<file path="src/rtl/dip_pkg.sv">
package dip_pkg;

    localparam int CLS_W     = 3;
    localparam int NUM_CLS   = 2 ** CLS_W;
    localparam int USED_CLS  = 5;

    typedef enum logic [CLS_W-1:0] {
        CLS_FX = 3'd0,
        CLS_LS = 3'd1,
        CLS_BR = 3'd2,
        CLS_VA = 3'd3,
        CLS_VP = 3'd4
    } unit_cls_e;

    typedef enum logic [1:0] {
        ST_RUN       = 2'd0,
        ST_NP_BUBBLE = 2'd1,
        ST_UC_WAIT   = 2'd2
    } dip_state_e;

    typedef struct packed {
        logic             vld;
        logic [CLS_W-1:0] cls;
        logic             ucode;
        logic             nonpipe;
        logic             csync;
    } slot_t;

    // Structural conflict between two unit classes (symmetric).
    function automatic logic conflict_rule(input int a, input int b);
        if (a >= USED_CLS || b >= USED_CLS) return 1'b1;
        if (a == b) return 1'b1;
        if ((a == int'(CLS_LS) && b == int'(CLS_VP)) ||
            (a == int'(CLS_VP) && b == int'(CLS_LS))) return 1'b1;
        return 1'b0;
    endfunction

endpackage

</file>
<file path="src/rtl/dip_class_conflict.sv">
module dip_class_conflict
    import dip_pkg::*;
#(
    parameter int CW = CLS_W
) (
    input  logic [CW-1:0] a_i,
    input  logic [CW-1:0] b_i,
    output logic          hit_o
);

    localparam int NC = 2 ** CW;

    logic [NC*NC-1:0] matrix;

    for (genvar i = 0; i < NC; i++) begin : g_row
        for (genvar j = 0; j < NC; j++) begin : g_col
            assign matrix[i*NC + j] = conflict_rule(i, j);
        end
    end

    assign hit_o = matrix[{a_i, b_i}];

endmodule

</file>
<file path="src/rtl/dip_pair_rules.sv">
module dip_pair_rules
    import dip_pkg::*;
(
    input  slot_t s0_i,
    input  slot_t s1_i,
    output logic  pair_ok_o,
    output logic  uc_head_o,
    output logic  np_head_o
);

    logic cls_hit;
    logic head_blocks;
    logic tail_blocks;
    logic unused_s1_np;

    dip_class_conflict #(.CW(CLS_W)) u_conflict (
        .a_i   (s0_i.cls),
        .b_i   (s1_i.cls),
        .hit_o (cls_hit)
    );

    // Slot 0 properties that forbid a partner.
    assign head_blocks = s0_i.ucode | s0_i.nonpipe | s0_i.csync |
                         (s0_i.cls == CLS_BR);
    // Slot 1 properties that forbid joining the older instruction.
    assign tail_blocks = s1_i.ucode | s1_i.csync;

    assign pair_ok_o = s0_i.vld & s1_i.vld & ~cls_hit &
                       ~head_blocks & ~tail_blocks;

    assign uc_head_o = s0_i.vld & s0_i.ucode;
    assign np_head_o = s0_i.vld & s0_i.nonpipe & ~s0_i.ucode;

    // A younger non-pipelined instruction has no pairing effect.
    assign unused_s1_np = s1_i.nonpipe;

endmodule

</file>
<file path="src/rtl/dip_uc_timer.sv">
module dip_uc_timer #(
    parameter int CNT_W = 3
) (
    input  logic             clk,
    input  logic             rst_n,
    input  logic             load_i,
    input  logic [CNT_W-1:0] load_val_i,
    input  logic             dec_i,
    output logic [CNT_W-1:0] cnt_o,
    output logic             zero_o
);

    logic [CNT_W-1:0] cnt_q;

    always_ff @(posedge clk or negedge rst_n) begin
        if (!rst_n) begin
            cnt_q <= '0;
        end else if (load_i) begin
            cnt_q <= load_val_i;
        end else if (dec_i && cnt_q != '0) begin
            cnt_q <= cnt_q - 1'b1;
        end
    end

    assign cnt_o  = cnt_q;
    assign zero_o = (cnt_q == '0);

endmodule

</file>
<file path="src/rtl/dual_issue_pair.sv">
module dual_issue_pair
    import dip_pkg::*;
#(
    parameter  int UC_LAT = 7,
    localparam int CNT_W  = $clog2(UC_LAT + 1)
) (
    input  logic             clk,
    input  logic             rst_n,
    input  logic             s0_vld_i,
    input  logic [2:0]       s0_cls_i,
    input  logic             s0_ucode_i,
    input  logic             s0_nonpipe_i,
    input  logic             s0_csync_i,
    input  logic             s1_vld_i,
    input  logic [2:0]       s1_cls_i,
    input  logic             s1_ucode_i,
    input  logic             s1_nonpipe_i,
    input  logic             s1_csync_i,
    output logic [1:0]       issue_o,
    output logic             stall_o,
    output logic [CNT_W-1:0] uc_left_o
);

    localparam logic [CNT_W-1:0] UC_FIRST = CNT_W'(UC_LAT);
    localparam logic [CNT_W-1:0] UC_LOAD  = CNT_W'(UC_LAT - 1);

    slot_t      s0, s1;
    dip_state_e state_q, state_d;
    logic       pair_ok, uc_head, np_head;
    logic       tmr_load, tmr_dec, tmr_zero;
    logic [CNT_W-1:0] tmr_cnt;

    assign s0 = '{vld: s0_vld_i, cls: s0_cls_i, ucode: s0_ucode_i,
                  nonpipe: s0_nonpipe_i, csync: s0_csync_i};
    assign s1 = '{vld: s1_vld_i, cls: s1_cls_i, ucode: s1_ucode_i,
                  nonpipe: s1_nonpipe_i, csync: s1_csync_i};

    dip_pair_rules u_rules (
        .s0_i      (s0),
        .s1_i      (s1),
        .pair_ok_o (pair_ok),
        .uc_head_o (uc_head),
        .np_head_o (np_head)
    );

    dip_uc_timer #(.CNT_W(CNT_W)) u_timer (
        .clk        (clk),
        .rst_n      (rst_n),
        .load_i     (tmr_load),
        .load_val_i (UC_LOAD),
        .dec_i      (tmr_dec),
        .cnt_o      (tmr_cnt),
        .zero_o     (tmr_zero)
    );

    // State register
    always_ff @(posedge clk or negedge rst_n) begin
        if (!rst_n) begin
            state_q <= ST_RUN;
        end else begin
            state_q <= state_d;
        end
    end

    // Next-state logic
    always_comb begin
        state_d = state_q;
        unique case (state_q)
            ST_RUN: begin
                if (uc_head) begin
                    state_d = ST_UC_WAIT;
                end else if (np_head) begin
                    state_d = ST_NP_BUBBLE;
                end
            end
            ST_NP_BUBBLE: begin
                state_d = ST_RUN;
            end
            ST_UC_WAIT: begin
                if (tmr_zero) begin
                    state_d = ST_RUN;
                end
            end
            default: begin
                state_d = ST_RUN;
            end
        endcase
    end

    // Outputs
    always_comb begin
        issue_o   = 2'b00;
        stall_o   = 1'b0;
        uc_left_o = '0;
        tmr_load  = 1'b0;
        tmr_dec   = 1'b0;
        unique case (state_q)
            ST_RUN: begin
                if (uc_head) begin
                    stall_o   = 1'b1;
                    uc_left_o = UC_FIRST;
                    tmr_load  = 1'b1;
                end else if (s0.vld) begin
                    issue_o = pair_ok ? 2'b11 : 2'b01;
                end
            end
            ST_NP_BUBBLE: begin
                stall_o = 1'b1;
            end
            ST_UC_WAIT: begin
                if (tmr_zero) begin
                    issue_o = 2'b01;
                end else begin
                    stall_o   = 1'b1;
                    uc_left_o = tmr_cnt;
                    tmr_dec   = 1'b1;
                end
            end
            default: begin
                stall_o = 1'b0;
            end
        endcase
    end

endmodule

</file>
<file path="config.mk">
export PLATFORM = sky130hd
export DESIGN_NAME = dual_issue_pair
export DESIGN_NICKNAME = d
export VERILOG_FILES = /design/src/rtl/dip_pkg.sv /design/src/rtl/dip_class_conflict.sv /design/src/rtl/dip_pair_rules.sv /design/src/rtl/dip_uc_timer.sv /design/src/rtl/dual_issue_pair.sv
export SDC_FILE = /design/constraint.sdc
export NUM_CORES = 1
export LEC_CHECK = 0
export BUFFER_PORTS_ARGS = -buffer_cell sky130_fd_sc_hd__buf_2
export CAP_MARGIN = 25
export CORE_AREA = 3 3 40 42
export DETAILED_ROUTE_END_ITERATION = 10
export DIE_AREA = 0 0 43 45
export SYNTH_ARGS = -nofsm -noshare
export SYNTH_HDL_FRONTEND = slang
export SYNTH_SLANG_ARGS = --single-unit
</file>
<file path="constraint.sdc">
create_clock -name clk -period 1.1 [get_ports clk]
set_clock_uncertainty 0.05 [all_clocks]
set_input_delay 0.055 -clock clk [delete_from_list [all_inputs] [get_ports clk]]
set_output_delay 0.055 -clock clk [all_outputs]
set_load 0.005 [all_outputs]
</file>
==> impl_metrics.toml <==
[synthesis]
ys_top_cells_by_area = "dfrtp_1 (33%), nand2_1 (7.0%), ha_1 (6.6%)"
ys.warnings.count = 0
seq_area_frac_synth_pct = 33.1
synth_seq_cells = 5
synthArstFlopShare_pct = 100
synth_edf_count = 0
synth.most_common_cell = "nand2_1"
syn_nets = 63
synth_top_area_cell = "dfrtp_1"
syn_inst = 45
syn_area_um2 = 378
synth-main-ff-cell = "dfrtp_1"
ys_types = 22
synthTopCellsByCount = "nand2_1 (7), dfrtp_1 (5), o21ai_0 (5)"
postSynthAreaPerCell_um2 = 8.40
yosysTopAreaCellShare_pct = 33.1

[timing]
period_minus_slack_ns = 1.48
tightestPinTransition_ns = 0.327
rsz0062_at_grt = "true"
fmax_mhz = 675
setup_ws_ns = -0.381
min_period_over_period_pct = 135
slew_headroom_pct = 78.1
fin_setup_tns_ns = -2.64
finalSetupViolations = 10
finalHoldViolCount = 0
slew_viol_final = 0

[final_layout]
layout-drive-gt1-share_pct = 57.8
final_nets = 102
syn2layout_area_growth_pct = 81.5
n_fill_cell = 130
diodes = 0

[clock_network]
path_clk_slew_ns = 0.05
htree_num_levels = 1
cts.sinks = 5
clock_latency_ns = 0.24
cts_buffers = 3
cts_buffer_depth = 2
tritoncts = "built"
cts_root_buf = "clkbuf_4"

[floorplanning]
dieArea_mm2 = 0.00194
core_mm2 = 0.00128
die_y_um = 45
die_x_um = 43
rows = 13
io_pins = 22
start_util_pct = 29.4

[power]
ir_drop_mv = 1.17
power_frac_seq_pct = 20.6
power.internal_uw = 984
power_frac_comb_pct = 65.7
p_switching_uw = 592
swShare_pct = 37.6
p_leak_uw = 0.000353
p_per_area_mw_per_mm2 = 2300
p_clk_share_pct = 13.7

[route]
vias_per_cell = 4.65
vias = 456
first_iter_violations = 2
route.detailed.drc = 0
ant_nets = 0
drt_first_pass_iters = 2
totalWireLength_mm = 1.03
wl_per_cell_um = 10.5

[status]
status = "finished, violations left"
violations = "setup timing"

[critical_path]
endpoint_kind = "output port"
cp.arrival_ns = 1.38
critPathMaxStageDelay_ns = 0.38
critPathMaxFanout = 2
start_kind = "register"
critPathKind = "register to output port"
crit_chain = "nor2_2, nand3b_1, nor4b_2, o2111a_1, buf_2"
worstReg2RegStart = "state_q[0]$_DFFE_PN0P_"
required_ns = 1.00
r2r_end = "u_timer.cnt_o[0]$_DFFE_PN0P_"
ff2ff_path_depth = 6
crit_slowest_cell = "dfrtp_1"
r2r_setup_slack_ns = -0.30

[global_routing]
grt_max_degree = 8
antenna_found_initial = 0
overflow = 0
grt_pass1_wl_mm = 1.67
first_global_vias = 417
grt_usage_pct = 11.7

[min_path]
hp-class = "input pin to asynchronous set/reset pin"

[place]
dp_hpwl_um = 740
gp_routability_congestion = 0.669
port_buffers = 20
pre_cts_slack_ns = -0.154

[job]
maxCapViolCount = 0
## state kept, by name (all words and copies together) (netlist names)
signal         cells
state_q            2
u_timer.cnt_o      3
## worst max-delay path: cells and delay by family, from the launching register on
kind	cells	cell delay [ns]
buffers and inverters	1	0.11
AO/OA/AOI/OAI	1	0.20
AND/OR/NAND/NOR	3	0.46
flip-flops	1	0.38
## power by group through the flow
stage	sequential (uW)	clock [uW]	combinational (uW)
finish	324	216	1040
global route	333	236	1170
CTS	325	228	981
detailed placement	329	0	764
global placement	325	0	767
floorplan	323	0	489
## per-layer routing
metal,part of all wire (%),GRT usage (%)
met1,41,13.5
met2,52,18.9
met3,4.7,2.39
met4,1.4,9.04
met5,0,0
## final cells by class
type	instances	area, um2	area share, %
Clock buffer	4	26.3	3.83
Inverter	3	11.3	1.64
Multi-Input combinational cell	37	287	41.8
Sequential cell	5	125	18.2
Tap cell	15	18.8	2.74
Timing Repair Buffer	34	218	31.8
## timing repair
item	in CTS	in global routing
hold endpoints to repair	6	0
setup buffers	7	0
endpoints found under the setup margin	9	10
gates resized for setup	6	4
pin swaps	3	2
hold buffers	2	0
## metrics by stage
stage,cell area (um2),power (uW),util [%],hold WS (ns),instances
2_1_floorplan,404,812,-,-0.291,45
3_3_place_gp,561,1090,43.6,-0.177,85
3_5_place_dp,561,1090,43.6,-0.177,85
4_1_cts,667,1530,51.9,0.0896,98
5_1_grt,686,1740,53.4,0.101,98
6_report,686,1580,53.4,0.0976,98
## how the worst max path moves through the flow
stage	start	to	slack, ns	cells past startpoint
6_report	state_q[0]$_DFFE_PN0P_	issue_o[1]	-0.38	5
2_1_floorplan	state_q[0]$_DFFE_PN0P_	issue_o[1]	-0.03	4
3_3_place_gp	state_q[0]$_DFFE_PN0P_	issue_o[1]	-0.12	5
4_1_cts	state_q[0]$_DFFE_PN0P_	issue_o[1]	-0.41	5
3_5_place_dp	state_q[0]$_DFFE_PN0P_	issue_o[1]	-0.15	5
5_1_grt	state_q[0]$_DFFE_PN0P_	issue_o[1]	-0.48	5
## layout by cell type, fill, tap and decap left out, types with 2 or more instances in the layout
master	netlist	routed
o21ai_2	0	3
nor2_1	2	2
buf_6	0	2
nand2_1	7	7
a21oi_1	2	2
buf_2	0	20
dfrtp_1	5	5
clkbuf_4	0	3
dlygate4sd3_1	0	2
nand2b_4	0	2
inv_2	0	2
buf_4	0	10
a211oi_1	2	2
## cell families (layout without fill, tap and decap cells)
logic type	count (synthesis)	in the layout	synth area share [%]
AOI/OAI and AO/OA	12	12	20.2
xor gates and xnor gates	2	2	4.64
adders and majority gates	2	2	6.62
buffers and inverters	3	41	2.98
DFF	5	5	33.1
and+or+nand+nor	21	21	32.5
(Power assumes the default switching activity.)
